## config.mk

```make
export PLATFORM = sky130hd
export DESIGN_NAME = sitap_top
export DESIGN_NICKNAME = d
export VERILOG_FILES = /design/src/rtl/sitap_pkg.sv /design/src/rtl/sitap_fsm.sv /design/src/rtl/sitap_ir.sv /design/src/rtl/sitap_dr.sv /design/src/rtl/sitap_top.sv
export SDC_FILE = /design/constraint.sdc
export NUM_CORES = 1
export LEC_CHECK = 0
export BUFFER_PORTS_ARGS = -buffer_cell sky130_fd_sc_hd__buf_2
export CORE_MARGIN = 2
export CORE_UTILIZATION = 48
export CTS_CLUSTER_SIZE = 24
export DETAILED_ROUTE_END_ITERATION = 12
export PLACE_DENSITY_LB_ADDON = 0.1
export REMOVE_ABC_BUFFERS = 1
export SYNTH_ARGS = -nofsm -noshare
export SYNTH_HDL_FRONTEND = slang
export SYNTH_SLANG_ARGS = --single-unit
```

## constraint.sdc

```tcl
create_clock -name tck -period 3.5 [get_ports tck]
set_clock_uncertainty 0.05 [all_clocks]
set_input_delay 0.525 -clock tck [delete_from_list [all_inputs] [get_ports tck]]
set_output_delay 0.525 -clock tck [all_outputs]
set_load 0.03 [all_outputs]
```

## src/rtl/sitap_pkg.sv

```systemverilog
package sitap_pkg;

  typedef enum logic [3:0] {
    ST_X2DR = 4'h0,
    ST_X1DR = 4'h1,
    ST_SHDR = 4'h2,
    ST_PSDR = 4'h3,
    ST_SLIR = 4'h4,
    ST_UPDR = 4'h5,
    ST_CPDR = 4'h6,
    ST_SLDR = 4'h7,
    ST_X2IR = 4'h8,
    ST_X1IR = 4'h9,
    ST_SHIR = 4'hA,
    ST_PSIR = 4'hB,
    ST_IDLE = 4'hC,
    ST_UPIR = 4'hD,
    ST_CPIR = 4'hE,
    ST_TLR  = 4'hF
  } tap_st_t;

  typedef struct packed {
    logic integ_sel;
    logic sense_en;
    logic ext_drive;
    logic bsr_sel;
  } ictl_t;

endpackage

```

## src/rtl/sitap_fsm.sv

```systemverilog
module sitap_fsm
  import sitap_pkg::*;
(
  input  logic    clk,
  input  logic    rst,
  input  logic    tms,
  output tap_st_t st
);

  tap_st_t nxt;

  always_comb begin
    unique case (st)
      ST_TLR:  nxt = tms ? ST_TLR  : ST_IDLE;
      ST_IDLE: nxt = tms ? ST_SLDR : ST_IDLE;
      ST_SLDR: nxt = tms ? ST_SLIR : ST_CPDR;
      ST_CPDR: nxt = tms ? ST_X1DR : ST_SHDR;
      ST_SHDR: nxt = tms ? ST_X1DR : ST_SHDR;
      ST_X1DR: nxt = tms ? ST_UPDR : ST_PSDR;
      ST_PSDR: nxt = tms ? ST_X2DR : ST_PSDR;
      ST_X2DR: nxt = tms ? ST_UPDR : ST_SHDR;
      ST_UPDR: nxt = tms ? ST_SLDR : ST_IDLE;
      ST_SLIR: nxt = tms ? ST_TLR  : ST_CPIR;
      ST_CPIR: nxt = tms ? ST_X1IR : ST_SHIR;
      ST_SHIR: nxt = tms ? ST_X1IR : ST_SHIR;
      ST_X1IR: nxt = tms ? ST_UPIR : ST_PSIR;
      ST_PSIR: nxt = tms ? ST_X2IR : ST_PSIR;
      ST_X2IR: nxt = tms ? ST_UPIR : ST_SHIR;
      ST_UPIR: nxt = tms ? ST_SLDR : ST_IDLE;
      default: nxt = ST_TLR;
    endcase
  end

  always_ff @(posedge clk) begin
    if (rst) st <= ST_TLR;
    else     st <= nxt;
  end

endmodule

```

## src/rtl/sitap_ir.sv

```systemverilog
module sitap_ir
  import sitap_pkg::*;
#(
  parameter int              IR_W       = 4,
  parameter logic [IR_W-1:0] OP_BYPASS  = '1,
  parameter logic [IR_W-1:0] OP_EXTEST  = 4'h0,
  parameter logic [IR_W-1:0] OP_PRELOAD = 4'h2,
  parameter logic [IR_W-1:0] OP_GEN     = 4'h8,
  parameter logic [IR_W-1:0] OP_OBS     = 4'h9
) (
  input  logic            clk,
  input  logic            rst,
  input  logic            tdi,
  input  tap_st_t         st,
  output logic [IR_W-1:0] instr,
  output ictl_t           ctl,
  output logic            ir_lsb
);

  localparam logic [IR_W-1:0] CAP_PAT = {{(IR_W-1){1'b0}}, 1'b1};

  logic [IR_W-1:0] shreg;
  ictl_t           dec;

  always_ff @(posedge clk) begin
    if (rst)                  shreg <= CAP_PAT;
    else if (st == ST_CPIR)   shreg <= CAP_PAT;
    else if (st == ST_SHIR)   shreg <= {tdi, shreg[IR_W-1:1]};
  end

  always_comb begin
    dec = '0;
    if (shreg == OP_GEN) begin
      dec.integ_sel = 1'b1;
      dec.sense_en  = 1'b1;
      dec.bsr_sel   = 1'b1;
    end else if (shreg == OP_OBS) begin
      dec.integ_sel = 1'b1;
      dec.bsr_sel   = 1'b1;
    end else if (shreg == OP_EXTEST) begin
      dec.ext_drive = 1'b1;
      dec.bsr_sel   = 1'b1;
    end else if (shreg == OP_PRELOAD) begin
      dec.bsr_sel   = 1'b1;
    end
  end

  always_ff @(posedge clk) begin
    if (rst || st == ST_TLR) begin
      instr <= OP_BYPASS;
      ctl   <= '0;
    end else if (st == ST_UPIR) begin
      instr <= shreg;
      ctl   <= dec;
    end
  end

  assign ir_lsb = shreg[0];

endmodule

```

## src/rtl/sitap_dr.sv

```systemverilog
module sitap_dr
  import sitap_pkg::*;
(
  input  logic    clk,
  input  logic    rst,
  input  logic    tdi,
  input  tap_st_t st,
  input  logic    bsr_sel,
  input  logic    ir_lsb,
  input  logic    bsr_tdo,
  output logic    bsr_capture,
  output logic    bsr_shift,
  output logic    bsr_update,
  output logic    tdo,
  output logic    tdo_en
);

  logic byp;

  always_ff @(posedge clk) begin
    if (rst)                 byp <= 1'b0;
    else if (st == ST_CPDR)  byp <= 1'b0;
    else if (st == ST_SHDR)  byp <= tdi;
  end

  assign bsr_capture = bsr_sel && (st == ST_CPDR);
  assign bsr_shift   = bsr_sel && (st == ST_SHDR);
  assign bsr_update  = bsr_sel && (st == ST_UPDR);

  always_ff @(negedge clk) begin
    if (rst) begin
      tdo    <= 1'b0;
      tdo_en <= 1'b0;
    end else if (st == ST_SHIR) begin
      tdo    <= ir_lsb;
      tdo_en <= 1'b1;
    end else if (st == ST_SHDR) begin
      tdo    <= bsr_sel ? bsr_tdo : byp;
      tdo_en <= 1'b1;
    end else begin
      tdo    <= 1'b0;
      tdo_en <= 1'b0;
    end
  end

endmodule

```

## src/rtl/sitap_top.sv

```systemverilog
module sitap_top
  import sitap_pkg::*;
#(
  parameter int              IR_W       = 4,
  parameter logic [IR_W-1:0] OP_BYPASS  = '1,
  parameter logic [IR_W-1:0] OP_EXTEST  = 4'h0,
  parameter logic [IR_W-1:0] OP_PRELOAD = 4'h2,
  parameter logic [IR_W-1:0] OP_GEN     = 4'h8,
  parameter logic [IR_W-1:0] OP_OBS     = 4'h9
) (
  input  logic            tck,
  input  logic            rst,
  input  logic            tms,
  input  logic            tdi,
  input  logic            bsr_tdo,
  output logic            tdo,
  output logic            tdo_en,
  output logic [3:0]      tap_state,
  output logic [IR_W-1:0] cur_instr,
  output logic            integ_sel,
  output logic            sense_en,
  output logic            ext_drive,
  output logic            bsr_capture,
  output logic            bsr_shift,
  output logic            bsr_update
);

  tap_st_t st;
  ictl_t   ctl;
  logic    ir_lsb;

  sitap_fsm u_fsm (
    .clk (tck),
    .rst (rst),
    .tms (tms),
    .st  (st)
  );

  sitap_ir #(
    .IR_W       (IR_W),
    .OP_BYPASS  (OP_BYPASS),
    .OP_EXTEST  (OP_EXTEST),
    .OP_PRELOAD (OP_PRELOAD),
    .OP_GEN     (OP_GEN),
    .OP_OBS     (OP_OBS)
  ) u_ir (
    .clk    (tck),
    .rst    (rst),
    .tdi    (tdi),
    .st     (st),
    .instr  (cur_instr),
    .ctl    (ctl),
    .ir_lsb (ir_lsb)
  );

  sitap_dr u_dr (
    .clk         (tck),
    .rst         (rst),
    .tdi         (tdi),
    .st          (st),
    .bsr_sel     (ctl.bsr_sel),
    .ir_lsb      (ir_lsb),
    .bsr_tdo     (bsr_tdo),
    .bsr_capture (bsr_capture),
    .bsr_shift   (bsr_shift),
    .bsr_update  (bsr_update),
    .tdo         (tdo),
    .tdo_en      (tdo_en)
  );

  assign tap_state = st;
  assign integ_sel = ctl.integ_sel;
  assign sense_en  = ctl.sense_en;
  assign ext_drive = ctl.ext_drive;

endmodule

```

==> Word level (Yosys, flattened, before mapping) <==
Cells that the tools add are included.
{ "classes": {"eq_ne": 18, "mux": 28, "n_reduce_logical": 11} }
{ "ops": {"columns": ["op", "count"], "rows": [
  ["case mux 4 bit (12 select lines)", 1],
  ["equality test 4 bit (second input constant)", 10],
  ["equality test 4 x 3 -> 1 bit (second input constant)", 4],
  ["2-to-1 mux 1 bit", 16],
  ["equality test 4 x 2 -> 1 bit (second input constant)", 3],
  ["2-to-1 mux 2 bit", 6],
  ["2-to-1 mux 3 bit", 4],
  ["logical NOT 4 bit", 2],
  ["OR reduction 2 bit", 4],
  ["equality test 4 x 1 -> 1 bit (second input constant)", 1],
  ["2-to-1 mux 4 bit", 1],
  ["logical AND 1 bit", 3],
  ["OR reduction 3 bit", 1],
  ["logical OR 1 bit", 1]
]} }
{ "totals": {"ff_bits": 19, "input_bits": 5, "out_inout_bits": 16} }

==> Depth between registers and ports, before layout <==
{ "depth": {"ltp_word": 5, "ltp_mapped": 4, "depth_no_buf": 3} }

==> Hierarchy <==
From an unflattened synthesis, not the netlist that was laid out.
{ "unflattened": {"hier_cells": 97, "area_unflattened_um2": 884.6} }
{ "modules_own_cells": {"columns": ["module", "n_inst", "cells_per_inst", "area_per_inst_um2", "seq_area_each_um2"], "rows": [
  ["sitap_ir", 1, 56, 513.0, 240.2],
  ["sitap_fsm", 1, 24, 192.7, 80.1],
  ["sitap_dr", 1, 17, 178.9, 60.1]
]} }

==> results.yml <==
outcome:
  status: "complete, no violations"
cts:
  cts_buffers: 3
  cts_resized: 0
  tritoncts: "yes"
  cts_root_buf: "clkbuf_4"
  cts.sinks: 19
  htreeDepth: 1
  hold_buffers: 0
  clk_latency_ns: 0.30
  postCtsSetupBuffers: 0
  cts_buffer_depth: 2
  clkTransAtPathRegs_ns: 0.10
sta:
  worstMarginPinSlew_ns: 0.5713
  whs_ns: 0.4062
  drv_slew: 0
  setup_viol: 0
  fin_ws_ns: 0.3429
  maxSlewHeadroom: 0.6171
  rsz0062_at_grt: "no"
  hold_viol: 0
  setup_tns_ns: 0
cells_and_area:
  diodes: 0
  nets: 120
  final_cells: 131
  filler_cell_count: 162
  drive_gt1_frac: 0.2368
  areaGrowthSynthToFinish_pct: 15.83
synth:
  synth_top_area_cell: "dfxtp_1"
  synth_area_per_cell_um2: 8.998
  ys_seq_elements: 19
  synth_fa_ha_area_frac: 0
  ys_top_cells_by_area: "dfxtp_1 (45%), mux2i_1 (8.3%), nand2_1 (6.2%), a21oi_1 (3.6%), nor3_1 (3.0%)"
  syn_inst: 94
  synth.distinct_cells: 32
  synth_top_family_by_area: "simple AND/OR/NAND/NOR gates"
  yosys.area_share.simple: 0.2544
  yosysWarningCount: 0
  synthMuxAreaShare: 0.09615
  synth_top_area_frac: 0.4497
  synthXorXnorAreaFrac: 0
  netlist_area_um2: 845.8
  synth_compound_area_frac: 0.1524
  yosysSeqAreaShare: 0.4497
global_routing:
  grt_pass1_vias: 597
  antenna_found_initial: 0
  track_usage: 0.1739
  grt-ovfl-total: 0
  grt_max_degree: 16
  grt_pass1_wl_um: 2622
placement:
  gp_congestion: 0.7623
  pre_cts_ws_ns: 0.5122
  portBuffers: 20
  dp_cells: 126
  dp_hpwl_um: 1104
routing:
  dr.first_iter.drc_count: 13
  firstDrtPassIters: 4
  wl_um: 1635
  routedWlPerCell_um: 12.48
  ant_nets: 0
  via_count: 714
  drc_errors: 0
  avgViaCountPerCell: 5.450
power_and_ir_drop:
  total_power_w: 0.0004584
  power.density_nw_per_um2: 467.9
  ir_drop_mv: 0.2516
  leakagePower_nw: 0.4440
worst_setup_path:
  start_kind: "register"
  r2r_end: "u_dr.tdo"
  worst-path-buf-inv: 1
  cp_top_family: "flip-flops"
  crit_start: "u_dr.tdo"
  path_cells: "buf_2"
  path_max_fanout: 1
  required_ns: 2.92
  slowest_delay_ns: 0.29
  r2r-start: "u_fsm.st[1]"
  reg2reg_depth: 3
  crit_type: "reg2out"
  critPathSlowestCell: "dfxtp_1"
  critPathArrivalTime_ns: 2.58
  endpoint_kind: "output port"
  r2r_slack_ns: 0.53
floorplan:
  rows: 15
  die_area_um2: 2114
  die_h_um: 45.98
  io_pins: 21
  die_w_um: 45.98
  initial_utilization: 0.5007
  core_area_um2: 1689
hold_path:
  whs_endpoint: "u_ir.ctl[3]"
  holdCritPathClass: "reg2reg"
  hold_start: "u_ir.ctl[3]"
  hold_depth: 2
job:
  max_cap_viol_count: 0
==> through the flow <==
step                      area (um^2)  utilization
after floorplan                 820.8            -
after global placement          949.7       0.5622
after detailed placement        949.7       0.5622
after CTS                       979.7       0.5800
after global routing            979.7       0.5800
final                           979.7       0.5800
==> cell families (layout without fill, tap and decap cells) <==
| kind of cell | count (synthesis) | after routing |
|---|---|---|
| AO/OA/AOI/OAI | 19 | 19 |
| buffers and inverters | 10 | 30 |
| flip-flops | 19 | 19 |
| multiplexers | 8 | 8 |
| AND/OR/NAND/NOR | 38 | 38 |
==> area by class of cell <==
| cell class | count | area, um^2 | share of cell area |
|---|---|---|---|
| inverters | 3 | 11.26 | 0.01149 |
| flip-flops and latches | 19 | 380.4 | 0.3883 |
| repair buffers | 21 | 107.6 | 0.1098 |
| clock buffers | 3 | 22.52 | 0.02299 |
| multi-input cells | 65 | 425.4 | 0.4342 |
| well taps | 17 | 21.27 | 0.02171 |
| clock inverters | 3 | 11.26 | 0.01149 |
==> routing by layer <==
| metal | track usage | vias to the layer above | share of wire | routed length (um) |
|---|---|---|---|---|
| met5 | 0 | - | 0 | 0 |
| met4 | 0.03429 | 0 | 0.0049 | 8 |
| met3 | 0.07143 | 2 | 0.043 | 71 |
| met2 | 0.2472 | 15 | 0.44 | 720 |
| met1 | 0.2464 | 316 | 0.51 | 835 |
| li1 | - | 381 | - | - |
==> cells in the mapped netlist <==
| cell type | n |
|---|---|
| a211o_1 | 1 |
| a211oi_1 | 1 |
| a21oi_1 | 6 |
| a22oi_1 | 1 |
| a311o_1 | 1 |
| a31oi_1 | 1 |
| a41o_1 | 1 |
| a41oi_1 | 1 |
| buf_2 | 2 |
| clkbuf_1 | 4 |
| dfxtp_1 | 19 |
| inv_1 | 4 |
| mux2_2 | 1 |
| mux2i_1 | 7 |
| nand2_1 | 14 |
| nand2b_1 | 2 |
| nand3b_1 | 3 |
| nand4b_1 | 1 |
| nor2_1 | 2 |
| nor2b_1 | 2 |
| nor3_1 | 5 |
| nor4_1 | 1 |
| nor4b_1 | 1 |
| o211a_1 | 1 |
| o211ai_1 | 1 |
| o21ai_0 | 3 |
| o21bai_1 | 1 |
| or2_2 | 1 |
| or3_1 | 1 |
| or3b_1 | 2 |
| or3b_2 | 1 |
| or4b_1 | 2 |
==> tightest hold or removal path, stage by stage (launching register included) <==
cell and delay, ns:
dfxtp_1 0.32, nand2_1 0.05, a21oi_1 0.05
==> power by group <==
group | total, W | switching, W | internal (W) | leakage (nW)
clock | 0.000116 | 0.0000711 | 0.0000445 | 0.0260
combinational | 0.0000976 | 0.0000610 | 0.0000366 | 0.263
sequential | 0.000245 | 0.0000177 | 0.000227 | 0.155
==> worst max-delay path by stage <==
stage,to,slack (ns),depth (start not counted)
detailed placement,u_dr.tdo,0.51,3
global route,tdo,0.28,1
global placement,u_dr.tdo,0.54,3
finish,tdo,0.34,1
CTS,tdo,0.33,1
floorplan,u_dr.tdo,0.46,3
==> layout by cell type (no fill, tap or decap), types with 2 or more instances in the layout <==
cell type,instances
inv_1,5
dfxtp_1,19
nand2_1,14
nand2b_1,2
nor2_1,2
mux2i_1,7
a21oi_1,6
nor3_1,5
nor2b_1,2
or4b_1,2
nand3b_1,3
clkbuf_4,3
o21ai_0,3
or3b_1,2
buf_2,20
==> flip-flops by register name (all words and copies together) (netlist names) <==
register     cells
u_ir.instr       4
u_dr.tdo_en      1
u_ir.ctl         4
u_ir.shreg       4
u_dr.byp         1
u_fsm.st         4
u_dr.tdo         1
Note: power is estimated with default switching activity, not from simulation.
